==> src/rtl/seg_pkg.sv <==
package seg_pkg;
  localparam int CODE_W = 4;
  localparam int SEG_W  = 7;

  // strobes from control to datapath
  typedef struct packed {
    logic loadCode;  // take the live digit into the store
    logic useLive;   // decode the live digit instead of the store
    logic forceOn;   // lamp test
    logic forceOff;  // blanking
  } segStrobe_t;

  // segment a at the top bit down to g at bit 0
  function automatic logic [SEG_W-1:0] digitToSeg(input logic [CODE_W-1:0] code);
    logic [SEG_W-1:0] pat;
    case (code)
      4'd0:    pat = 7'b1111110;
      4'd1:    pat = 7'b0110000;
      4'd2:    pat = 7'b1101101;
      4'd3:    pat = 7'b1111001;
      4'd4:    pat = 7'b0110011;
      4'd5:    pat = 7'b1011011;
      4'd6:    pat = 7'b0011111;
      4'd7:    pat = 7'b1110000;
      4'd8:    pat = 7'b1111111;
      4'd9:    pat = 7'b1110011;
      default: pat = '0;
    endcase
    return pat;
  endfunction
endpackage

==> src/rtl/seg_ctrl.sv <==
module seg_ctrl
  import seg_pkg::*;
(
  input  logic       holdEn,
  input  logic       blankN,
  input  logic       testN,
  output segStrobe_t strobes
);
  always_comb begin
    strobes.loadCode = ~holdEn;
    strobes.useLive  = ~holdEn;
    strobes.forceOn  = ~testN;
    strobes.forceOff = testN & ~blankN;
  end
endmodule

==> src/rtl/seg_datapath.sv <==
module seg_datapath
  import seg_pkg::*;
#(
  parameter int CODE_BITS = CODE_W,
  parameter int SEG_BITS  = SEG_W,
  parameter int MAX_DIGIT = 9
) (
  input  logic                 clk,
  input  logic                 rst,
  input  logic [CODE_BITS-1:0] digitIn,
  input  segStrobe_t           strobes,
  output logic [SEG_BITS-1:0]  segOut
);
  localparam logic [SEG_BITS-1:0]  ALL_ON  = {SEG_BITS{1'b1}};
  localparam logic [SEG_BITS-1:0]  ALL_OFF = '0;
  localparam logic [CODE_BITS-1:0] TOP_OK  = CODE_BITS'(MAX_DIGIT);

  logic [CODE_BITS-1:0] storedCode;
  logic [CODE_BITS-1:0] decodeSrc;
  logic [SEG_BITS-1:0]  decoded;
  logic [SEG_BITS-1:0]  segNext;

  always_ff @(posedge clk) begin
    if (rst)                   storedCode <= '0;
    else if (strobes.loadCode) storedCode <= digitIn;
  end

  always_comb begin
    decodeSrc = strobes.useLive ? digitIn : storedCode;
    decoded   = (decodeSrc > TOP_OK) ? ALL_OFF : digitToSeg(decodeSrc);
    if (strobes.forceOn)       segNext = ALL_ON;
    else if (strobes.forceOff) segNext = ALL_OFF;
    else                       segNext = decoded;
  end

  always_ff @(posedge clk) begin
    if (rst) segOut <= ALL_OFF;
    else     segOut <= segNext;
  end

  // lamp test lights everything on the next edge
  p_lamp_all_on_r2: assert property (@(posedge clk) disable iff (rst)
    strobes.forceOn |=> (segOut == ALL_ON));

  // blanking darkens everything when lamp test is inactive
  p_blank_all_off_r3: assert property (@(posedge clk) disable iff (rst)
    (strobes.forceOff && !strobes.forceOn) |=> (segOut == ALL_OFF));

  // the store keeps its digit whenever no load is asked for
  p_store_holds_r5: assert property (@(posedge clk) disable iff (rst)
    !strobes.loadCode |=> $stable(storedCode));

  // an illegal source code never lights a segment
  p_illegal_dark_r6: assert property (@(posedge clk) disable iff (rst)
    (!strobes.forceOn && decodeSrc > TOP_OK) |=> (segOut == ALL_OFF));

  // a load takes the live digit
  p_load_takes_live_r4: assert property (@(posedge clk) disable iff (rst)
    strobes.loadCode |=> (storedCode == $past(digitIn)));
endmodule

==> src/rtl/bcd_seg_latch.sv <==
module bcd_seg_latch
  import seg_pkg::*;
(
  input  logic              clk,
  input  logic              rst,
  input  logic [CODE_W-1:0] digitIn,
  input  logic              holdEn,
  input  logic              blankN,
  input  logic              testN,
  output logic [SEG_W-1:0]  segOut
);
  segStrobe_t strobes;

  seg_ctrl u_ctrl (
    .holdEn  (holdEn),
    .blankN  (blankN),
    .testN   (testN),
    .strobes (strobes)
  );

  seg_datapath #(
    .CODE_BITS (CODE_W),
    .SEG_BITS  (SEG_W),
    .MAX_DIGIT (9)
  ) u_dp (
    .clk     (clk),
    .rst     (rst),
    .digitIn (digitIn),
    .strobes (strobes),
    .segOut  (segOut)
  );
endmodule

==> config.mk <==
export PLATFORM = sky130hd
export DESIGN_NAME = bcd_seg_latch
export DESIGN_NICKNAME = d
export VERILOG_FILES = /design/src/rtl/seg_pkg.sv /design/src/rtl/seg_ctrl.sv /design/src/rtl/seg_datapath.sv /design/src/rtl/bcd_seg_latch.sv
export SDC_FILE = /design/constraint.sdc
export NUM_CORES = 1
export LEC_CHECK = 0
export BUFFER_PORTS_ARGS = -buffer_cell sky130_fd_sc_hd__buf_2
export CORE_ASPECT_RATIO = 0.75
export CORE_MARGIN = 5
export CORE_UTILIZATION = 35
export CTS_CLUSTER_SIZE = 12
export DETAILED_ROUTE_END_ITERATION = 10
export PLACE_DENSITY_LB_ADDON = 0.08
export SETUP_SLACK_MARGIN = 0.15
export SLEW_MARGIN = 10
export SYNTH_ARGS = -nofsm -noshare
export SYNTH_HDL_FRONTEND = slang
export SYNTH_SLANG_ARGS = --single-unit
==> constraint.sdc <==
create_clock -name clk -period 2.55 [get_ports clk]
set_input_delay 0.3825 -clock clk [delete_from_list [all_inputs] [get_ports clk]]
set_output_delay 0.3825 -clock clk [all_outputs]
set_load 0.03 [all_outputs]
# Word-level counts from Yosys, hierarchy flattened
# Memory sizes are Yosys's and may differ from the RTL's.
# Cells that the tools add are included.
[totals] rom_bits=112 mem_count=1 input_bits=9 wordCells=10 out_inout_bits=7 regBits=11
[op_classes] n_lt_le_gt_ge=1 bitwise=2 muxes=4
[memory_table] memory="(no name shown)" depth=16 width=7 read_ports=1 rd_clocked_by_memory_dff=0 wr=0 line="seg_pkg.sv:16" rtl="case (code)"
[op_table] cell="7-bit 2-to-1 mux" n=3
[op_table] cell="4-bit > comparator (second input constant)" n=1
[op_table] cell="4-bit 2-to-1 mux" n=1
[op_table] cell="1-bit AND" n=1
[op_table] cell="1-bit NOT" n=1

# Logic depth before layout (Yosys ltp)
[depth] depth_word=5 depth_mapped=8 ltp_nobuf=7

# Cells and area by module
# Synthesis repeated with hierarchy kept, for this count alone.
[hier_totals] hier_cells=76 area_unflattened_um2=676.9
[modules_own_cells] module="seg_datapath" instances=1 area_each_um2=648.1 cells_each=72 seq_area_each_um2=220.2
[modules_own_cells] module="seg_ctrl" instances=1 area_each_um2=28.8 cells_each=4 seq_area_each_um2=0.0

# Worst setup path after synthesis
# OpenSTA, ideal clock, no wires.
[synth_timing] kind="input to register" startpoint="input port holdEn" endpoint="register u_dp.segOut[0]" path_stages=7 slack_ns=0.652 t_arrival_ns=1.764 setup_time_ns=0.134 path_buffers=1 required_ns=2.416 cell_sequence="buf_6 -> mux2i_1 -> inv_1 -> ha_1 -> o21ai_0 -> a2bb2oi_2 -> a211oi_1"
[synth_via] elab_chain_cells=5 elab_cells_between_ends=6 cone_classes="order compare (1); mux (4); memory (1)"
[synth_rtl] element="from (decl)" line="bcd_seg_latch.sv:7" rtl="input logic holdEn,"
[synth_rtl] element="4-bit 2-to-1 mux (*)" line="seg_datapath.sv:29" rtl="decodeSrc = strobes.useLive ? digitIn : storedCode;"
[synth_rtl] element="via u_dp.decodeSrc[0]" line="seg_datapath.sv:19" rtl="logic [CODE_BITS-1:0] decodeSrc;"
[synth_rtl] element="memory 16 x 7 bit / 4-bit > comparator (equally long branches)"
[synth_rtl] element="7-bit 2-to-1 mux (*)" line="seg_datapath.sv:30" rtl="decoded = (decodeSrc > TOP_OK) ? ALL_OFF : digitToSeg(decodeSrc);"
[synth_rtl] element="7-bit 2-to-1 mux (*)" line="seg_datapath.sv:32" rtl="else if (strobes.forceOff) segNext = ALL_OFF;"
[synth_rtl] element="7-bit 2-to-1 mux (*)" line="seg_datapath.sv:31" rtl="if (strobes.forceOn) segNext = ALL_ON;"
[synth_rtl] element="to (signal assigned)" line="seg_datapath.sv:38" rtl="else segOut <= segNext;"
[synth_rtl] element="to (decl)" line="seg_datapath.sv:12" rtl="output logic [SEG_BITS-1:0] segOut"
# Mark *: on every way through the listed nets, which the timed path passes. The rest lies on a longest branch.
# A chain may end at the register's enable or synchronous reset.

# Final worst setup path
# Ends and elaborated chain as after synthesis.

==> flow_metrics.tcl <==
set metrics [dict create \
    status "finished, final reports clean" \
    synth.lib_cells_used.distinct 27 \
    die_area_um2 2770 \
    cts_tree "built" \
    final_nets 99 \
    cp_data_arrival_time_ps 1810 \
    drt-wirelength-per-cell_um 11.3 \
    dp_hpwl_um 972 \
    clk_latency_ps 260 \
    nFillCells 180 \
    max-cap-violations 0 \
    final.period_utilization_pct 65.2 \
    cpPeakStageDelay_ps 260 \
    postRouteWirelength_mm 1.19 \
    postSynthNetCount 80 \
    ir_worst_vdd_uv 320 \
    avgSynthCellArea_um2 9.74 \
    timing.critical_path.from_type "input pin" \
    synth_ff_type "sky130_fd_sc_hd__dfxtp_1" \
    classification_of_the_worst_slack_hold_path "in2reg" \
    dieHeight_um 46.8 \
    grt.overflow.total 0 \
    yosys.area.top_type_share_pct 34.8 \
    maxSlewViolCount 0 \
    final.setup.tns_ps 0 \
    postSynthRegisterBits 11 \
    area.sequential_um2 220 \
    cts_post_setup_buffers_inserted 0 \
    cts_buffers 3 \
    synthTopCellsByArea "sky130_fd_sc_hd__dfxtp_1, sky130_fd_sc_hd__ha_1, sky130_fd_sc_hd__mux2i_4" \
    finClkSkew_ps 0.521 \
    max_slew.worst_pin.slew_ps 299 \
    maximum_number_of_pins_on_one_net_before_global_route_repair 12 \
    clock_tree_root_buffer_cell "sky130_fd_sc_hd__clkbuf_4" \
    ys_seq_area_share_pct 34.8 \
    synth_enable_flop_cells 0 \
    share_of_cells_above_drive_strength_1_pct 30.1 \
    initial_utilization_pct 36.7 \
    drtPass1Iterations 2 \
    syn-instance-count 65 \
    timing.critical_path.buf_inv 2 \
    final_ant_viol_nets 0 \
    worst_slew_margin_rel_pct 80.0 \
    multi_input_area_um2 379 \
    port-buffer-count 15 \
    leakage_nw 0.351 \
    cts_max_level 1 \
    grt_util_all_layers_pct 9.68 \
    netlist_top_cells_count "sky130_fd_sc_hd__dfxtp_1, sky130_fd_sc_hd__nor2_1, sky130_fd_sc_hd__ha_1" \
    period_minus_slack_ps 1660 \
    timing.final.setup_violations 0 \
    critical_path.endpoint_type "flip-flop" \
    criticalPathCategory "in2reg" \
    area_delta_synth_final_pct 19.8 \
    critical_path.slowest_cell "sky130_fd_sc_hd__mux2i_1" \
    syn-cell-area_um2 633 \
    drt_drc_violations_left 0 \
    buffers_from_clock_root_to_sink_at_most 2 \
    via_count 511 \
    critical_path_peak_fanout 10 \
    coreArea_um2 1720 \
    cts.clk_slew.worst_paths_ps 60 \
    critPathRequiredTime_ps 2700 \
    hold_violations 0 \
    route.detailed.vias_per_inst 4.87 \
    power-per-cell-area_nw_per_um2 564 \
    die_x_um 59.1 \
    clock_sink_count 11 \
    num_io_pins 16 \
    setup_repair_after_global_routing_missed_its_margin "false" \
    max_freq_ghz 0.601 \
    cts-hold-fix-buffers 0 \
    floorplan_row_count 13 \
    path_delay_family "compound AO/OA/AOI/OAI gates" \
    synth_async_sr_flop_share_pct 0 \
    via_count_of_the_first_global_routing_pass 428 \
    cells_traversed_along_the_worst_timing_path "buf_2 > mux2i_1 > inv_1 > ha_1 > o21ai_0 > a2bb2oi_2 > a211oi_1" \
    drtIter0Drc 7 \
    gpl.final_weighted_congestion 0.716 \
    diodes 0 \
    grt_first_pass_wirelength_mm 1.91 \
    post_cts_gate_resize_count 0 \
    synth.most_common_cell "sky130_fd_sc_hd__dfxtp_1" \
    synth-warning-count 0 \
    initial_antenna_violation_count 0 \
    yosysTopAreaCell "sky130_fd_sc_hd__dfxtp_1" \
    report.power.total_uw 428 \
]
[through the flow]
step                      std cells  setup WS, ps  instance area, um^2  hold WS (ps)  utilization (%)
after floorplan                  65           652                  633           547                -
after global placement          101           533                  732           609             42.5
after detailed placement        101           606                  732           595             42.5
after CTS                       105           875                  758           388             44.0
after global routing            105           675                  758           404             44.0
final                           105           887                  758           400             44.0
[kinds of logic (layout without fill, tap and decap cells)]
family	Yosys count	count (layout)	share of synthesized area (%)
AOI/OAI and AO/OA	19	19	22.9
adders and majority gates	6	6	11.9
buffers and inverters	7	25	5.34
DFF	11	11	34.8
muxes	5	5	11.9
and+or+nand+nor	17	17	13.2
[path summary, 6_finish.rpt]
path	startpoint	to	slack, ps	cells after the start
worst min-delay path	testN	u_dp.segOut[4]$_SDFF_PP0_	400	2
worst max register to register	u_dp.storedCode[0]$_SDFF_PP0_	u_dp.segOut[0]$_SDFF_PP0_	1030	6
worst max-delay path	holdEn	u_dp.segOut[0]$_SDFF_PP0_	890	7
worst min register to register	u_dp.storedCode[3]$_SDFF_PP0_	u_dp.storedCode[3]$_SDFF_PP0_	610	2
[cell usage in the layout (no fill, tap or decap)]
cell type,instances
sky130_fd_sc_hd__or2_2,1
sky130_fd_sc_hd__o32ai_1,1
sky130_fd_sc_hd__nor2b_1,1
sky130_fd_sc_hd__o31a_1,1
sky130_fd_sc_hd__a21oi_1,4
sky130_fd_sc_hd__dfxtp_1,11
sky130_fd_sc_hd__nor3_1,1
sky130_fd_sc_hd__mux2i_4,2
sky130_fd_sc_hd__inv_1,4
sky130_fd_sc_hd__a211o_1,1
sky130_fd_sc_hd__ha_1,6
sky130_fd_sc_hd__clkbuf_4,3
sky130_fd_sc_hd__o31ai_1,2
sky130_fd_sc_hd__nand2b_1,4
sky130_fd_sc_hd__buf_4,2
sky130_fd_sc_hd__a41oi_1,1
sky130_fd_sc_hd__o21ai_0,1
sky130_fd_sc_hd__a211oi_1,2
sky130_fd_sc_hd__buf_2,15
sky130_fd_sc_hd__a2bb2oi_2,1
sky130_fd_sc_hd__a21oi_2,1
sky130_fd_sc_hd__and2b_1,1
sky130_fd_sc_hd__nor2_1,7
sky130_fd_sc_hd__clkbuf_1,1
sky130_fd_sc_hd__o21a_1,2
sky130_fd_sc_hd__a31oi_1,1
sky130_fd_sc_hd__nand2_1,2
sky130_fd_sc_hd__mux2i_1,3
sky130_fd_sc_hd__a41o_1,1
[power breakdown]
group | leakage (nW) | internal [mW] | switching (mW) | total, mW
Sequential | 0.0918 | 0.187 | 0.00507 | 0.192
Clock | 0.0150 | 0.0605 | 0.0548 | 0.115
Combinational | 0.244 | 0.0486 | 0.0724 | 0.121
Total | 0.351 | 0.296 | 0.132 | 0.428
[sequential cells by signal, summed over array words and instances, names as in the netlist]
name             cells
u_dp.storedCode      4
u_dp.segOut          7
[area by class of cell]
| type | count | area share (%) |
|---|---|---|
| inverter | 4 | 1.98 |
| multi-input combinational | 47 | 50.0 |
| clock buffer | 4 | 3.47 |
| sequential | 11 | 29.0 |
| timing repair buffer | 17 | 11.9 |
| tap | 22 | 3.63 |
[layer usage]
layer / up-vias / track usage [%] / part of all wire, %
met2: 9 / 15.9 / 46
met5: - / 0 / 0
met1: 229 / 11.1 / 46
met3: 2 / 5.22 / 7.0
met4: 0 / 2.71 / 0.84
li1: 271 / - / -
Power figures use the tool's default switching activity.
